==> config.mk <==
export PLATFORM = sky130hd
export DESIGN_NAME = cr_watchdog
export DESIGN_NICKNAME = d
export VERILOG_FILES = /design/src/rtl/cr_wdg_pkg.sv /design/src/rtl/cr_wdg_table.sv /design/src/rtl/cr_wdg_timer.sv /design/src/rtl/cr_watchdog.sv
export SDC_FILE = /design/constraint.sdc
export NUM_CORES = 1
export LEC_CHECK = 0
export BUFFER_PORTS_ARGS = -buffer_cell sky130_fd_sc_hd__buf_2
export CAP_MARGIN = 20
export CORE_MARGIN = 3
export CORE_UTILIZATION = 50
export CTS_CLUSTER_SIZE = 28
export DETAILED_ROUTE_END_ITERATION = 7
export GPL_TIMING_DRIVEN = 0
export PLACE_DENSITY = 0.89
export SLEW_MARGIN = 20
export SYNTH_ARGS = -nofsm -noshare
export SYNTH_HDL_FRONTEND = slang
export SYNTH_SLANG_ARGS = --single-unit
==> constraint.sdc <==
create_clock -name clk -period 5.6 [get_ports clk]
set_input_delay 0.84 -clock clk [delete_from_list [all_inputs] [get_ports clk]]
set_output_delay 0.84 -clock clk [all_outputs]
set_load 0.01 [all_outputs]
==> src/rtl/cr_wdg_pkg.sv <==
// Shared types and seed/answer functions for the challenge-response monitor.
// Assumes a fixed 16-bit challenge data path.
package cr_wdg_pkg;
    localparam int WD_DW = 16;

    typedef enum logic [2:0] {
        ST_RESET, ST_INIT, ST_IDLE, ST_WAIT, ST_FAULT
    } wd_state_t;

    typedef enum logic [1:0] {
        CAUSE_CSUM  = 2'd0,
        CAUSE_WRONG = 2'd1,
        CAUSE_TMO   = 2'd2,
        CAUSE_UNEXP = 2'd3
    } wd_cause_t;

    localparam logic [1:0] CS_PEND = 2'd0;
    localparam logic [1:0] CS_PASS = 2'd1;
    localparam logic [1:0] CS_FAIL = 2'd2;

    // Seed for table slot k.
    function automatic logic [WD_DW-1:0] wd_seed(int unsigned k);
        logic [31:0] p;
        p = k * 32'h1F3D;
        return p[15:0] ^ 16'hA55A;
    endfunction

    // Expected answer for a given seed.
    function automatic logic [WD_DW-1:0] wd_answer(logic [WD_DW-1:0] s);
        return {s[7:0], s[15:8]} ^ 16'h3C96;
    endfunction
endpackage

==> src/rtl/cr_wdg_table.sv <==
// Seed/answer lookup table. Entries are computed at elaboration from the
// package functions. Assumes idx is always below DEPTH.
module cr_wdg_table
    import cr_wdg_pkg::*;
#(
    parameter int DEPTH = 16,
    localparam int IW = $clog2(DEPTH)
) (
    input  logic [IW-1:0]    idx,
    output logic [WD_DW-1:0] seed,
    output logic [WD_DW-1:0] answer
);
    logic [WD_DW-1:0] seeds   [DEPTH];
    logic [WD_DW-1:0] answers [DEPTH];

    for (genvar k = 0; k < DEPTH; k++) begin : g_ent
        assign seeds[k]   = wd_seed(k);
        assign answers[k] = wd_answer(wd_seed(k));
    end

    // Select the active entry.
    assign seed   = seeds[idx];
    assign answer = answers[idx];
endmodule

==> src/rtl/cr_wdg_timer.sv <==
// Saturating cycle counter, cleared on request. Counts from 0 in the cycle
// after a clear.
module cr_wdg_timer #(
    parameter int CW = 16
) (
    input  logic          clk,
    input  logic          rst_n,
    input  logic          clr,
    output logic [CW-1:0] cnt
);
    // Count cycles spent in the current state.
    always_ff @(posedge clk) begin
        if (!rst_n || clr)      cnt <= '0;
        else if (cnt != '1)     cnt <= cnt + 1'b1;
    end
endmodule

==> src/rtl/cr_watchdog.sv <==
// Challenge-response integrity monitor: startup checksum handshake, periodic
// challenges, answer and deadline checks, sticky fault, and output-enable
// gating. Assumes cfg_period and cfg_timeout are at least 1 and held stable.
module cr_watchdog
    import cr_wdg_pkg::*;
#(
    parameter int              DEPTH         = 16,
    parameter int              CW            = 16,
    parameter logic [WD_DW-1:0] HOST_CSUM_REF = 16'h7E31,
    parameter logic [WD_DW-1:0] MON_CSUM      = 16'hB4C2
) (
    input  logic             clk,
    input  logic             rst_n,
    input  logic [CW-1:0]    cfg_period,
    input  logic [CW-1:0]    cfg_timeout,
    input  logic             host_csum_stb,
    input  logic [WD_DW-1:0] host_csum,
    input  logic             host_ack_stb,
    input  logic             host_ack_ok,
    output logic [WD_DW-1:0] mon_csum,
    output logic [1:0]       csum_status,
    output logic             chal_valid,
    output logic [WD_DW-1:0] chal_seed,
    input  logic             rsp_stb,
    input  logic [WD_DW-1:0] rsp_data,
    input  logic             host_en,
    output logic             mon_en,
    output logic             out_en,
    output logic             fault,
    output logic [1:0]       fault_cause
);
    localparam int IW = $clog2(DEPTH);

    wd_state_t        st, st_nxt;
    wd_cause_t        cause_q, cause_nxt;
    logic [IW-1:0]    idx;
    logic             idx_adv;
    logic             got_csum, got_ack;
    logic [CW-1:0]    cnt;
    logic [WD_DW-1:0] exp_ans;
    logic             csum_good;
    logic             period_end, window_end;

    cr_wdg_table #(.DEPTH(DEPTH)) u_table (
        .idx    (idx),
        .seed   (chal_seed),
        .answer (exp_ans)
    );

    cr_wdg_timer #(.CW(CW)) u_timer (
        .clk   (clk),
        .rst_n (rst_n),
        .clr   (st_nxt != st),
        .cnt   (cnt)
    );

    assign csum_good  = host_csum_stb && (host_csum == HOST_CSUM_REF);
    assign period_end = (cnt == cfg_period - 1'b1);
    assign window_end = (cnt == cfg_timeout - 1'b1);

    // Next-state and fault-cause selection, faults checked first.
    always_comb begin
        st_nxt    = st;
        cause_nxt = cause_q;
        idx_adv   = 1'b0;
        unique case (st)
            ST_RESET: begin
                if (rsp_stb) begin
                    st_nxt = ST_FAULT; cause_nxt = CAUSE_UNEXP;
                end else begin
                    st_nxt = ST_INIT;
                end
            end
            ST_INIT: begin
                if (rsp_stb) begin
                    st_nxt = ST_FAULT; cause_nxt = CAUSE_UNEXP;
                end else if (host_csum_stb && !csum_good) begin
                    st_nxt = ST_FAULT; cause_nxt = CAUSE_CSUM;
                end else if (host_ack_stb && !host_ack_ok) begin
                    st_nxt = ST_FAULT; cause_nxt = CAUSE_CSUM;
                end else if ((got_csum || csum_good) && (got_ack || host_ack_stb)) begin
                    st_nxt = ST_IDLE;
                end else if (window_end) begin
                    st_nxt = ST_FAULT; cause_nxt = CAUSE_TMO;
                end
            end
            ST_IDLE: begin
                if (rsp_stb) begin
                    st_nxt = ST_FAULT; cause_nxt = CAUSE_UNEXP;
                end else if (period_end) begin
                    st_nxt = ST_WAIT;
                end
            end
            ST_WAIT: begin
                if (rsp_stb) begin
                    if (rsp_data == exp_ans) begin
                        st_nxt = ST_IDLE; idx_adv = 1'b1;
                    end else begin
                        st_nxt = ST_FAULT; cause_nxt = CAUSE_WRONG;
                    end
                end else if (window_end) begin
                    st_nxt = ST_FAULT; cause_nxt = CAUSE_TMO;
                end
            end
            default: st_nxt = ST_FAULT;
        endcase
    end

    // State, cause and table index registers.
    always_ff @(posedge clk) begin
        if (!rst_n) begin
            st      <= ST_RESET;
            cause_q <= CAUSE_CSUM;
            idx     <= '0;
        end else begin
            st      <= st_nxt;
            cause_q <= cause_nxt;
            if (idx_adv) idx <= (idx == IW'(DEPTH - 1)) ? '0 : idx + 1'b1;
        end
    end

    // Handshake progress flags and checksum verdict reported to the host.
    always_ff @(posedge clk) begin
        if (!rst_n) begin
            got_csum    <= 1'b0;
            got_ack     <= 1'b0;
            csum_status <= CS_PEND;
        end else if (st == ST_INIT) begin
            if (host_csum_stb) begin
                csum_status <= csum_good ? CS_PASS : CS_FAIL;
                got_csum    <= got_csum | csum_good;
            end
            if (host_ack_stb && host_ack_ok) got_ack <= 1'b1;
        end
    end

    assign mon_csum    = MON_CSUM;
    assign chal_valid  = (st == ST_WAIT);
    assign mon_en      = (st == ST_IDLE) || (st == ST_WAIT);
    assign out_en      = mon_en & host_en;
    assign fault       = (st == ST_FAULT);
    assign fault_cause = cause_q;
endmodule

Word level (Yosys, flattened, before mapping)

Memories as Yosys holds them, arrays and structs flattened.
Cells that the tools add are included.
Widths: inputs -> output; s select.

Input bits: 71
Memory bits (read-only): 512
Flip-flop bits (word level): 29
Logic and storage cells: 78
Memories: 2

Memory list:

| name            | words | width | rd ports | clocked after memory_dff | wr ports | line               | RTL |
|---|---|---|---|---|---|---|---|
| (no name shown) | 16    | 16    | 1        | 0                        | 0        | cr_wdg_table.sv:23 | `assign answer = answers[idx];` |
| (no name shown) | 16    | 16    | 1        | 0                        | 0        | cr_wdg_table.sv:22 | `assign seed = seeds[idx];` |

Reductions and logical operators: 18
Mux-type cells: 29
Order comparisons: 1
Equal/unequal tests: 14
Bitwise operators: 3
Add/sub/neg operators: 4

Operators by type and width:

| kind                  | count |
|---|---|
| $mux 16               | 4 |
| $eq 16x16->1          | 3 |
| $sub 16x1->16 const B | 2 |
| $mux 3                | 10 |
| $mux 2                | 9 |
| $add 16x1->16 const B | 1 |
| $eq 16x15->1 const B  | 1 |
| $ne 16x16->1 const B  | 1 |
| $pmux 3 s4            | 1 |
| $eq 3x2->1 const B    | 2 |
| $pmux 2 s3            | 1 |
| $ge 5x5->1 const B    | 1 |
| $logic_and 1x1->1     | 5 |
| $ne 5x5->1 const B    | 1 |
| $not 4->5             | 1 |
| $add 4x1->4 const B   | 1 |
| $eq 4x4->1 const B    | 1 |
| $logic_or 1x1->1      | 4 |
| $mux 4                | 1 |
| $reduce_and 2->1      | 2 |
| $reduce_and 4->1      | 1 |
| $eq 3x1->1 const B    | 1 |
| $eq 3x3->1 const B    | 1 |
| $logic_not 1->1       | 3 |
| other kinds (9)       | 11 |

Logic depth before layout (Yosys ltp)

Depth after elaboration: 11
Gate-level depth with buffers: 14

By module

From an unflattened synthesis, not the netlist that was laid out.

Cell total of the unflattened synthesis: 456
Area total of the unflattened synthesis: 3,503.4 µm²

By module, submodules not included:

| module       | area each (µm²) | cells an instance | seq. area each (µm²) | times used |
|---|---|---|---|---|
| cr_watchdog  | 2,222.1         | 296               | 260.2                | 1 |
| cr_wdg_timer | 812.0           | 94                | 320.3                | 1 |
| cr_wdg_table | 469.2           | 66                | 0.0                  | 1 |

Worst setup path after synthesis

No wires, ideal clock.

Kind: input-to-reg
Start: input cfg_timeout[3]
End: register u_timer.cnt[10]
Buffers on the path: 2
Stages: 9
Required time: 5.472 ns
Setup slack: 2.483 ns
Arrival time: 2.988 ns
Setup time: 0.128 ns
Cells stage by stage: buf_6 nor4_2 nand4_1 or4_1 a32oi_1 nand4_2 a211oi_4 buf_6 nor4_1

Longest elaborated chain between the ends: 10
Elaborated cells between the ends (all ways): 11
Those cells by class: 1 x add/sub; 2 x eq/ne; 7 x mux; 1 x reduce/logical

RTL lines:

| element              | line                                  | RTL |
|---|---|---|
| start, declared      | cr_watchdog.sv:15                     | `input logic [CW-1:0] cfg_timeout,` |
| $sub 16x1->16 (*)    | cr_watchdog.sv:59                     | `assign window_end = (cnt == cfg_timeout - 1'b1);` |
| $eq 16x16->1 (*)     | cr_watchdog.sv:59                     |  |
| $mux 3 (*)           | cr_watchdog.sv:83, cr_watchdog.sv:101 |  |
| $mux 3               | cr_watchdog.sv:81                     | `end else if ((got_csum \|\| csum_good) && (got_ack \|\| host_ack_stb)) begin` |
| $mux 3               | cr_watchdog.sv:79                     | `end else if (host_ack_stb && !host_ack_ok) begin` |
| $mux 3               | cr_watchdog.sv:77                     | `end else if (host_csum_stb && !csum_good) begin` |
| $mux 3               | cr_watchdog.sv:75                     | `if (rsp_stb) begin` |
| $pmux 3 s4 (*)       | cr_watchdog.sv:66                     | `unique case (st)` |
| $ne 3x3->1 (*)       | cr_watchdog.sv:53                     | `.clr (st_nxt != st),` |
| $logic_or 1x1->1 (*) | cr_wdg_timer.sv:13                    | `if (!rst_n \|\| clr) cnt <= '0;` |
| end signal, assigned | cr_wdg_timer.sv:14                    | `else if (cnt != '1) cnt <= cnt + 1'b1;` |
| end, declared        | cr_wdg_timer.sv:9                     | `output logic [CW-1:0] cnt` |

Every way passes the cells marked *; elsewhere a longest branch is shown, timed or not.
A chain may end at the register's enable or synchronous reset.

Worst setup path after layout

Start: input cfg_timeout[0]
End: register u_timer.cnt[12]

Same word-level chain as after synthesis.

==> results by group <==
Clocking
  • Clock latency on the worst-skew pair: 0.28 ns
  • Post_cts resized: 0
  • CTS tree: yes
  • CTS Buf Count: 5
  • Clock Path Buffers: 2
  • Post CTS Setup Buffer Count: 0
  • Reg clk slew, reported paths: 0.06 ns
  • # hold bufs at CTS: 0
  • Root Buffer: clkbuf_8
  • CTS H-tree lvls: 2
  • Clock sink count: 29

Yosys
  • Syn Inst Count: 463
  • Distinct cells, synth: 74
  • Ys async rst share: 0%
  • Sequential-to-total area share from yosys stat: 16.34%
  • Post-Syn Area: around 0.0036 mm²
  • Flops & latches, synth: 29
  • Ys flop type: dfxtp_1
  • Synthesis warning total: 0
  • Avg Inst Size Synth: 7.672 µm²
  • EDFF count, synth: 0

GRT
  • Largest net degree at the start of global routing: 11
  • Initial antenna violation count: 0
  • Grt ovf: 0
  • Vias in the first global route: around 3600
  • First-pass GRT wire length: 15.90 mm
  • Gr usage total: 22.67%

Timing
  • Highest clock rate: 0.2896 GHz
  • RSZ-0062 raised after global routing: false
  • Slew @ Worst Pin: around 0.63 ns
  • Final Hold Fails: 0
  • Fin. max-slew vios: 0
  • Tcrit/Tclk final: 61.66%
  • Clock Skew: 0.01107 ns
  • Final setup fails: 0
  • Period minus WS final: 3.453 ns
  • Sum Neg Setup Slack: 0 ns
  • Rel. slew slack: 57.31%

Route
  • Drt initial violations: between 200 and 250
  • Vias: approximately 3800
  • Pre-antenna DRT Iters: 5
  • Final WL: 9.417 mm
  • # DRC: 0
  • Vias per cell: 5.588
  • Routed len/inst: 13.99 µm
  • Detail Route Antenna Nets: 0

Cells and area
  • Register area: 580.6 µm²
  • Final Non-Filler Cells: between 600 and 700
  • P&R area growth vs syn: 21.20%
  • Final nets: approximately 660
  • N_diodes: 0
  • Fillers: 625
  • Multi-input logic area: approximately 0.0026 mm²
  • Layout cells sized above 1: 27.56%

Worst setup path
  • R2R depth: 11
  • Most frequent CP cell: buf_2
  • Critical path's top delay family: simple AND/OR/NAND/NOR gates
  • FF-to-FF setup slack: 2.32 ns
  • Critical-path cell list: buf_2 > inv_1 > ha_1 > nor4b_1 > a31oi_1 > or4_1 > a32oi_1 > nand4_1 > a21oi_2 > buf_2 > nor4_1
  • Buf+Inv Stages, Crit Path: 3
  • Worst flop-to-flop path endpoint: fault_cause[1]
  • Crit end category: register
  • Worst Path Required: 5.75 ns
  • CP max FO: 10
  • CP max stage delay: 0.46 ns
  • FF-to-FF Start: idx[0]
  • Slowest CP cell: a32oi_1
  • Arr. time, crit path: approximately 3.6 ns
  • CP Class: in2reg
  • Startpoint types: input pin

Die
  • Die height: 90.29 µm
  • IO Pins: 111
  • DIE WIDTH: 90.29 µm
  • Row count: 30
  • Core area: a little under 0.007 mm²
  • Die area: 0.008151 mm²
  • Initial core utilization: 52.00%

Placement
  • Number of I/O port buffers: 92
  • Cells after DPL: 665
  • Placer congestion estimate: 0.9039
  • Detailed placement HPWL: approximately 7.6 mm

Hold path
  • Worst hold stages: 2
  • Min-Delay Endpoint: fault_cause[0]
  • Hold_sp: fault_cause[0]
  • Hold WC Path Type: reg2reg

Power and ir drop
  • Leakage power: 1.781 nW
  • PwrDens: 136.9 mW/mm²
  • Total power: 0.5896 mW
  • VDD IR max: 94.06 µV

Flow run
  • Maxcap violations: 0

Outcome
  • Outcome: complete, no violations
per-stage QoR:
step                utilization [%]  setup slack [ns]  area [µm²]  hold WS (ns)
finish                        63.02             2.147        4305        0.4915
global route                  63.02             1.910        4305        0.5360
CTS                           63.02             2.225        4305        0.4956
detailed placement            61.26             1.924        4185        0.4866
global placement              61.26             2.072        4185        0.4797
floorplan                         -             2.483        3605        0.4828
area by class of cell:
class,instances,area share (%)
buffer,46,7.527
clock buffer,6,1.918
clock inverter,2,0.8718
inverter,19,1.656
multi-input combinational,383,61.06
sequential,29,13.48
tap,96,2.790
timing repair buffer,92,10.69
power by group:
part	leakage, nW	internal, mW	switching, mW
combinational	1.49	0.0683	0.0788
clock	0.0574	0.145	0.0831
sequential	0.235	0.210	0.00456
total	1.78	0.423	0.166
cells in the mapped netlist (all sizes together), types with 7 or more instances:
library cell  number  area (µm²)
a21boi             7       52.55
a21oi             13       68.82
and2               8       50.05
buf               37       285.3
clkbuf             8       30.03
dfxtp             29       580.6
ha                 9       112.6
inv               19       71.32
mux2i             12       120.1
nand2             24       90.09
nand2b             8       50.05
nand3             27       135.1
nand3b             7       52.55
nand4             11       75.07
nor2              33       131.4
nor2b             13       81.33
nor3              13       70.07
nor4              23       177.7
nor4b              7       67.56
o21ai             14       73.82
or4                7       56.30
xnor2             31       271.5
xor2              27       236.5
worst max path at each step:
stage | startpoint | to | slack, ns | depth (start not counted)
floorplan | cfg_timeout[3] | u_timer.cnt[10] | 2.48 | 9
global placement | cfg_timeout[8] | u_timer.cnt[12] | 2.07 | 9
detailed placement | cfg_timeout[4] | u_timer.cnt[6] | 1.92 | 9
CTS | cfg_timeout[0] | u_timer.cnt[12] | 2.22 | 11
global route | cfg_timeout[4] | u_timer.cnt[6] | 1.91 | 9
finish | cfg_timeout[0] | u_timer.cnt[12] | 2.15 | 11
registers in the layout (all words and copies together) (netlist names):
name,count
st,3
fault_cause,2
got_ack,1
got_csum,1
csum_status,2
u_timer.cnt,16
idx,4
layout by cell type (no fill, tap or decap), drive strengths merged, types with 8 or more instances in the layout:
| cell | n |
|---|---|
| a21oi | 13 |
| and2 | 8 |
| buf | 129 |
| clkbuf | 14 |
| conb | 16 |
| dfxtp | 29 |
| ha | 9 |
| inv | 19 |
| mux2i | 12 |
| nand2 | 24 |
| nand2b | 8 |
| nand3 | 27 |
| nand4 | 11 |
| nor2 | 33 |
| nor2b | 13 |
| nor3 | 13 |
| nor4 | 23 |
| o21ai | 14 |
| xnor2 | 31 |
| xor2 | 27 |
logic make-up after synthesis:
family          after synthesis  synth area share, %
fa+ha+maj                     9                3.170
mux                          14                4.016
other cells                   2               0.2114
simple gates                205                34.34
compound gates               81                16.49
xor+xnor                     58                14.30
buf+inv                      65                11.13
flops                        29                16.34
worst reg2reg max path: stages, from the launching register on:
cell	delay (ns)
dfxtp_1	0.35
buf_2	0.23
inv_1	0.12
ha_1	0.28
mux2_2	0.28
o21ai_0	0.28
mux2i_1	0.37
nor2_1	0.06
nor4bb_1	0.13
buf_2	0.19
or4_1	0.58
o221a_2	0.31
metal layers:
metal	up-vias	GRT usage, %	part of all wire (%)
met2	119	39.89	49
met3	23	4.500	5.6
met1	1749	27.09	43
met4	0	8.673	3.0
met5	-	0	0
li1	1870	-	-
(Power assumes the default switching activity.)
